`config.mk`:
```
export PLATFORM = sky130hd
export DESIGN_NAME = ipi_pend_ctrl
export DESIGN_NICKNAME = d
export VERILOG_FILES = /design/src/rtl/ipi_pkg.sv /design/src/rtl/ipi_addr_dec.sv /design/src/rtl/ipi_prio_pick.sv /design/src/rtl/ipi_hart_gate.sv /design/src/rtl/ipi_pend_ctrl.sv
export SDC_FILE = /design/constraint.sdc
export NUM_CORES = 2
export LEC_CHECK = 0
export BUFFER_PORTS_ARGS = -buffer_cell sky130_fd_sc_hd__buf_2
export CORE_UTILIZATION = 35
export DETAILED_ROUTE_END_ITERATION = 10
export SKIP_LAST_GASP = 1
export SYNTH_ARGS = -nofsm -noshare
export SYNTH_HDL_FRONTEND = slang
export SYNTH_HIERARCHICAL = 1
export SYNTH_SLANG_ARGS = --single-unit
```
`constraint.sdc`:
```
create_clock -name clk_i -period 74.5 [get_ports clk_i]
set_input_delay 14.9 -clock clk_i [delete_from_list [all_inputs] [get_ports clk_i]]
set_output_delay 14.9 -clock clk_i [all_outputs]
set_load 0.1 [all_outputs]
```
`src/rtl/ipi_pkg.sv`:
```
package ipi_pkg;
  typedef enum logic [2:0] {
    RK_NONE,
    RK_PRIO,
    RK_PEND,
    RK_EN,
    RK_CLAIM
  } rkind_e;

  typedef struct packed {
    rkind_e      kind;
    logic [4:0]  hart;
    logic [4:0]  word;
    logic [9:0]  idx;
  } rdec_t;
endpackage

```
`src/rtl/ipi_addr_dec.sv`:
```
module ipi_addr_dec
  import ipi_pkg::*;
#(
  parameter int ADDR_W    = 22,
  parameter int NUM_HARTS = 32,
  parameter int NUM_WORDS = 2
) (
  input  logic [ADDR_W-1:0] addr_i,
  output rdec_t             dec_o
);
  localparam int PAGE_W     = ADDR_W - 12;
  localparam int CLAIM_PAGE = 'h200;

  logic [PAGE_W-1:0] page;
  logic              unused_lsb;

  assign page       = addr_i[ADDR_W-1:12];
  assign unused_lsb = ^addr_i[1:0];

  always_comb begin
    dec_o      = '0;
    dec_o.kind = RK_NONE;
    if (int'(page) == 0) begin
      if (int'(addr_i[11:2]) >= 1 && int'(addr_i[11:2]) <= NUM_HARTS) begin
        dec_o.kind = RK_PRIO;
        dec_o.idx  = addr_i[11:2];
      end
    end else if (int'(page) == 1) begin
      if (int'(addr_i[11:2]) < NUM_WORDS) begin
        dec_o.kind = RK_PEND;
        dec_o.word = addr_i[6:2];
      end
    end else if (int'(page) == 2) begin
      if (int'(addr_i[11:7]) < NUM_HARTS && int'(addr_i[6:2]) < NUM_WORDS) begin
        dec_o.kind = RK_EN;
        dec_o.hart = addr_i[11:7];
        dec_o.word = addr_i[6:2];
      end
    end else if (int'(page) >= CLAIM_PAGE && int'(page) < CLAIM_PAGE + NUM_HARTS
                 && addr_i[11:0] == 12'h004) begin
      dec_o.kind = RK_CLAIM;
      dec_o.hart = 5'(int'(page) - CLAIM_PAGE);
    end
  end
endmodule

```
`src/rtl/ipi_prio_pick.sv`:
```
module ipi_prio_pick #(
  parameter int NUM_IDS = 33,
  parameter int PRIO_W  = 3,
  parameter int ID_W    = 6
) (
  input  logic [NUM_IDS-1:0]             cand_i,
  input  logic [NUM_IDS-1:0][PRIO_W-1:0] prio_i,
  output logic [ID_W-1:0]                id_o
);
  logic [PRIO_W-1:0] best;

  // strict compare keeps the lowest ID on equal priority
  always_comb begin
    id_o = '0;
    best = '0;
    for (int i = 0; i < NUM_IDS; i++) begin
      if (cand_i[i] && (id_o == '0 || prio_i[i] > best)) begin
        id_o = ID_W'(i);
        best = prio_i[i];
      end
    end
  end
endmodule

```
`src/rtl/ipi_hart_gate.sv`:
```
module ipi_hart_gate #(
  parameter int NUM_IDS = 33
) (
  input  logic [NUM_IDS-1:0] live_i,
  input  logic [NUM_IDS-1:0] en_i,
  output logic               irq_o
);
  assign irq_o = |(live_i & en_i);
endmodule

```
`src/rtl/ipi_pend_ctrl.sv`:
```
module ipi_pend_ctrl
  import ipi_pkg::*;
#(
  parameter int NUM_HARTS = 32,
  parameter int PRIO_W    = 3,
  parameter int ADDR_W    = 22
) (
  input  logic                 clk_i,
  input  logic                 rst_ni,
  input  logic                 req_i,
  input  logic                 we_i,
  input  logic [ADDR_W-1:0]    addr_i,
  input  logic [31:0]          wdata_i,
  output logic                 rvalid_o,
  output logic [31:0]          rdata_o,
  output logic [NUM_HARTS-1:0] irq_o
);
  localparam int NUM_IDS   = NUM_HARTS + 1;
  localparam int NUM_WORDS = (NUM_IDS + 31) / 32;
  localparam int ID_W      = $clog2(NUM_IDS);
  localparam int HART_W    = (NUM_HARTS > 1) ? $clog2(NUM_HARTS) : 1;
  localparam int WORD_W    = (NUM_WORDS > 1) ? $clog2(NUM_WORDS) : 1;
  localparam int PAD_W     = NUM_WORDS * 32;

  rdec_t dec;

  logic [NUM_IDS-1:0]                    pend_q, pend_d;
  logic [NUM_IDS-1:0]                    isv_q, isv_d;
  logic [NUM_HARTS-1:0][NUM_IDS-1:0]     en_q, en_d;
  logic [NUM_IDS-1:0][PRIO_W-1:0]        prio_q, prio_d;
  logic [NUM_IDS-1:0]                    prio_nz, live, cand;
  logic [HART_W-1:0]                     sel_h;
  logic [WORD_W-1:0]                     sel_w;
  logic [ID_W-1:0]                       pick_id;
  logic [PAD_W-1:0]                      pend_pad, en_pad;
  logic                                  wr, rd;
  logic [31:0]                           rdata_d;
  logic                                  rvalid_q;
  logic [31:0]                           rdata_q;

  ipi_addr_dec #(
    .ADDR_W   (ADDR_W),
    .NUM_HARTS(NUM_HARTS),
    .NUM_WORDS(NUM_WORDS)
  ) u_dec (
    .addr_i(addr_i),
    .dec_o (dec)
  );

  assign wr    = req_i & we_i;
  assign rd    = req_i & ~we_i;
  assign sel_h = dec.hart[HART_W-1:0];
  assign sel_w = dec.word[WORD_W-1:0];

  always_comb begin
    for (int i = 0; i < NUM_IDS; i++) prio_nz[i] = |prio_q[i];
  end

  assign live = pend_q & prio_nz & ~isv_q;
  assign cand = live & en_q[sel_h];

  ipi_prio_pick #(
    .NUM_IDS(NUM_IDS),
    .PRIO_W (PRIO_W),
    .ID_W   (ID_W)
  ) u_pick (
    .cand_i(cand),
    .prio_i(prio_q),
    .id_o  (pick_id)
  );

  for (genvar h = 0; h < NUM_HARTS; h++) begin : g_hart
    ipi_hart_gate #(.NUM_IDS(NUM_IDS)) u_gate (
      .live_i(live),
      .en_i  (en_q[h]),
      .irq_o (irq_o[h])
    );
  end

  assign pend_pad = PAD_W'(pend_q);
  assign en_pad   = PAD_W'(en_q[sel_h]);

  always_comb begin
    unique case (dec.kind)
      RK_PRIO:  rdata_d = 32'(prio_q[dec.idx[ID_W-1:0]]);
      RK_PEND:  rdata_d = pend_pad[32*int'(sel_w) +: 32];
      RK_EN:    rdata_d = en_pad[32*int'(sel_w) +: 32];
      RK_CLAIM: rdata_d = 32'(pick_id);
      default:  rdata_d = '0;
    endcase
  end

  // ID 0 is never updated, so it stays at its reset value of zero
  always_comb begin
    pend_d = pend_q;
    isv_d  = isv_q;
    en_d   = en_q;
    prio_d = prio_q;
    for (int i = 1; i < NUM_IDS; i++) begin
      if (wr && dec.kind == RK_PEND && int'(sel_w) == i / 32 && wdata_i[i % 32])
        pend_d[i] = 1'b1;
      if (wr && dec.kind == RK_EN && int'(sel_w) == i / 32)
        en_d[sel_h][i] = wdata_i[i % 32];
      if (wr && dec.kind == RK_PRIO && int'(dec.idx) == i)
        prio_d[i] = wdata_i[PRIO_W-1:0];
      if (rd && dec.kind == RK_CLAIM && int'(pick_id) == i) begin
        pend_d[i] = 1'b0;
        isv_d[i]  = 1'b1;
      end
      if (wr && dec.kind == RK_CLAIM && wdata_i == 32'(i) && en_q[sel_h][i])
        isv_d[i] = 1'b0;
    end
  end

  always_ff @(posedge clk_i or negedge rst_ni) begin
    if (!rst_ni) begin
      pend_q   <= '0;
      isv_q    <= '0;
      en_q     <= '0;
      prio_q   <= '0;
      rvalid_q <= 1'b0;
      rdata_q  <= '0;
    end else begin
      pend_q   <= pend_d;
      isv_q    <= isv_d;
      en_q     <= en_d;
      prio_q   <= prio_d;
      rvalid_q <= rd;
      rdata_q  <= rd ? rdata_d : '0;
    end
  end

  assign rvalid_o = rvalid_q;
  assign rdata_o  = rdata_q;
endmodule

```
==> impl_metrics.py <==
metrics = {
    "run_status": {
        "status": "completed",
    },
    "floorplan": {
        "die_h_um": 438.6,
        "fp-row-count": 159,
        "ios": 123,
        "start_util_pct": 35.37,
        "die_w_um": 438.6,
        "die_area_sq_mm": 0.1923,
        "coreArea_sq_mm": 0.1886,
    },
    "clock_network": {
        "worstSkewPairLatency_ps": 820,
        "hold_buffers": 0,
        "clkTransAtPathRegs_ps": 60,
        "root_buffer": "clkbuf_16",
        "numCtsBuffers": 137,
        "cts_resized": 0,
        "htree_levels": 4,
        "post_cts_buffers": 0,
        "cts_tree": "built",
        "cts.sinks": 1217,
        "clockBufferDepth": 3,
    },
    "critical_path": {
        "crit_required_ps": 75230,
        "cp_max_fo": 72,
        "critical_path_class": "in2reg",
        "crit_buf_inv": 8,
        "r2r_slack_ps": 22370,
        "worstSetupPathDepth": 227,
        "reg2reg_depth": 221,
        "endpoint": "isv_q[1]",
        "arrival_ps": 69600,
        "critical-path-top-delay-family": "compound AO/OA/AOI/OAI gates",
        "cpMostUsedCell": "nor2_1",
        "start_kind": "input port",
        "startpoint": "addr_i[8]",
        "cp-end-kind": "flip-flop",
        "r2r_end": "isv_q[1]",
        "crit_slowest_cell": "nor2_1",
        "rr_startpoint": "en_q[430]",
        "crit_path_max_incr_delay_ps": 960,
    },
    "drt": {
        "wirelength_mm": 261.1,
        "drtPass1Iterations": 10,
        "drc": 0,
        "wl_per_cell_um": 32.14,
        "drt_iter0_markers": 6984,
        "antenna_left": 0,
        "vias_per_cell": 6.428,
        "dr_total_vias": 52210,
    },
    "timing": {
        "finalHoldViolCount": 0,
        "fin_hold_ws_ps": 518.7,
        "fin_crit_sh_pct": 92.45,
        "report.final.slew_viol_count": 0,
        "timing.fmax_mhz": 14.52,
        "rsz0062_at_grt": "false",
        "worst_slew_pin_slew_ps": 1392,
        "skew_ps": 43.80,
        "max-slew-margin-rel_pct": 6.328,
        "finalSetupViolCount": 0,
        "setup_slack_ps": 5628,
        "setup_tns_ps": 0,
        "period_needed_ps": 68870,
    },
    "power": {
        "cellPowerDensity_mw_per_mm2": 18.91,
        "leakagePower_nw": 33.01,
        "ir_drop_mv": 0.02398,
    },
    "placed_design": {
        "io_buffer_count": 122,
        "dp_hpwl_mm": 182.6,
        "routabilityCongestion": 0.9886,
        "dp_worst_setup_slack_ps": 6016,
    },
    "grt": {
        "grt_max_degree": 156,
        "grt-ovfl-total": 0,
        "grt_pass1_wl_mm": 374.8,
        "grt.total_usage_pct": 26.69,
        "first_global_vias": 50760,
        "antenna_found_initial": 27,
    },
    "finish": {
        "syn_to_final_growth_pct": 12.90,
        "drive_above_1_share_pct": 36.65,
        "num-fill-cells": 17910,
        "nets": 5607,
    },
    "synthesis": {
        "avgSynthCellArea_sq_um": 12.36,
        "syn_inst": 5396,
        "ys_warn_count": 6,
        "mappedNetlistArea_sq_mm": 0.06671,
    },
    "min_path": {
        "hp-class": "reg2reg",
    },
    "job": {
        "cap_viol_max_count": 0,
    },
}
==> flip-flops by register name (all words and copies together), names as in the netlist <==
| signal | cells |
|---|---|
| isv_q | 32 |
| rdata_o | 32 |
| pend_q | 32 |
| rvalid_o | 1 |
| prio_q | 96 |
| en_q | 1024 |
==> worst min-delay path by stage <==
stage,from,end,slack (ps),cells after the start
2_1_floorplan,en_q[838],en_q[838],480,1
3_3_place_gp,en_q[441],en_q[441],490,1
3_5_place_dp,en_q[838],en_q[838],500,1
4_1_cts,en_q[838],en_q[838],510,1
5_1_grt,en_q[838],en_q[838],530,1
6_report,en_q[838],en_q[838],520,1
==> through the flow <==
| stage | util [%] | total power, mW | area [sq um] | cells |
|---|---|---|---|---|
| after floorplan | - | 0.6965 | 66970 | 5467 |
| after global placement | 37.44 | 0.7296 | 70620 | 7868 |
| after detailed placement | 37.44 | 0.7301 | 70620 | 7868 |
| after CTS | 39.92 | 1.431 | 75280 | 8110 |
| after global routing | 39.92 | 1.461 | 75300 | 8116 |
| final | 39.93 | 1.424 | 75310 | 8122 |
==> worst register-to-register path, delay by kind of cell, from the launching register on <==
kind	cells	cell delay (ps)
multiplexers	23	8490
buffers and inverters	5	350
AND/OR/NAND/NOR	67	12320
adder cells (fa/ha/maj)	40	11820
flip-flops	1	410
AO/OA/AOI/OAI	86	18760
==> report_power, final <==
part,switching (mW),internal [mW],total (mW)
combinational,0.0484,0.00891,0.0574
sequential,0.0000173,0.661,0.661
clock,0.298,0.407,0.705
total,0.347,1.08,1.42
==> layout make-up <==
cell class / instances / area (sq um) / area share (%)
Tap cell: 2495 / 3122 / 4.145
Timing Repair Buffer: 270 / 1799 / 2.389
Clock inverter: 41 / 661.9 / 0.8789
Antenna cell: 12 / 30.03 / 0.03987
Inverter: 87 / 326.6 / 0.4336
Multi-Input combinational cell: 3799 / 34920 / 46.36
Sequential cell: 1217 / 30450 / 40.44
Clock buffer: 201 / 4001 / 5.313
==> metal layers <==
layer	track usage [%]	vias up	wire length, um
met5	0	-	160
met4	14.20	24	15860
met3	7.497	590	27120
met2	40.24	2919	115900
met1	34.71	27380	102000
li1	-	21300	-
==> placed cells by master, fill, tap and decap left out, types with 56 or more instances in the layout <==
| cell | n |
|---|---|
| a21oi_1 | 161 |
| a22oi_1 | 551 |
| buf_2 | 121 |
| buf_4 | 143 |
| clkbuf_16 | 139 |
| conb_1 | 73 |
| dfrtp_1 | 1217 |
| inv_1 | 86 |
| mux2_2 | 1128 |
| mux2i_1 | 56 |
| mux4_2 | 253 |
| nand2_1 | 169 |
| nand3_1 | 76 |
| nand4_1 | 113 |
| nor2_1 | 222 |
| nor3_1 | 83 |
| nor4_1 | 67 |
| o21ai_0 | 70 |
Note: power is estimated with default switching activity, not from simulation.
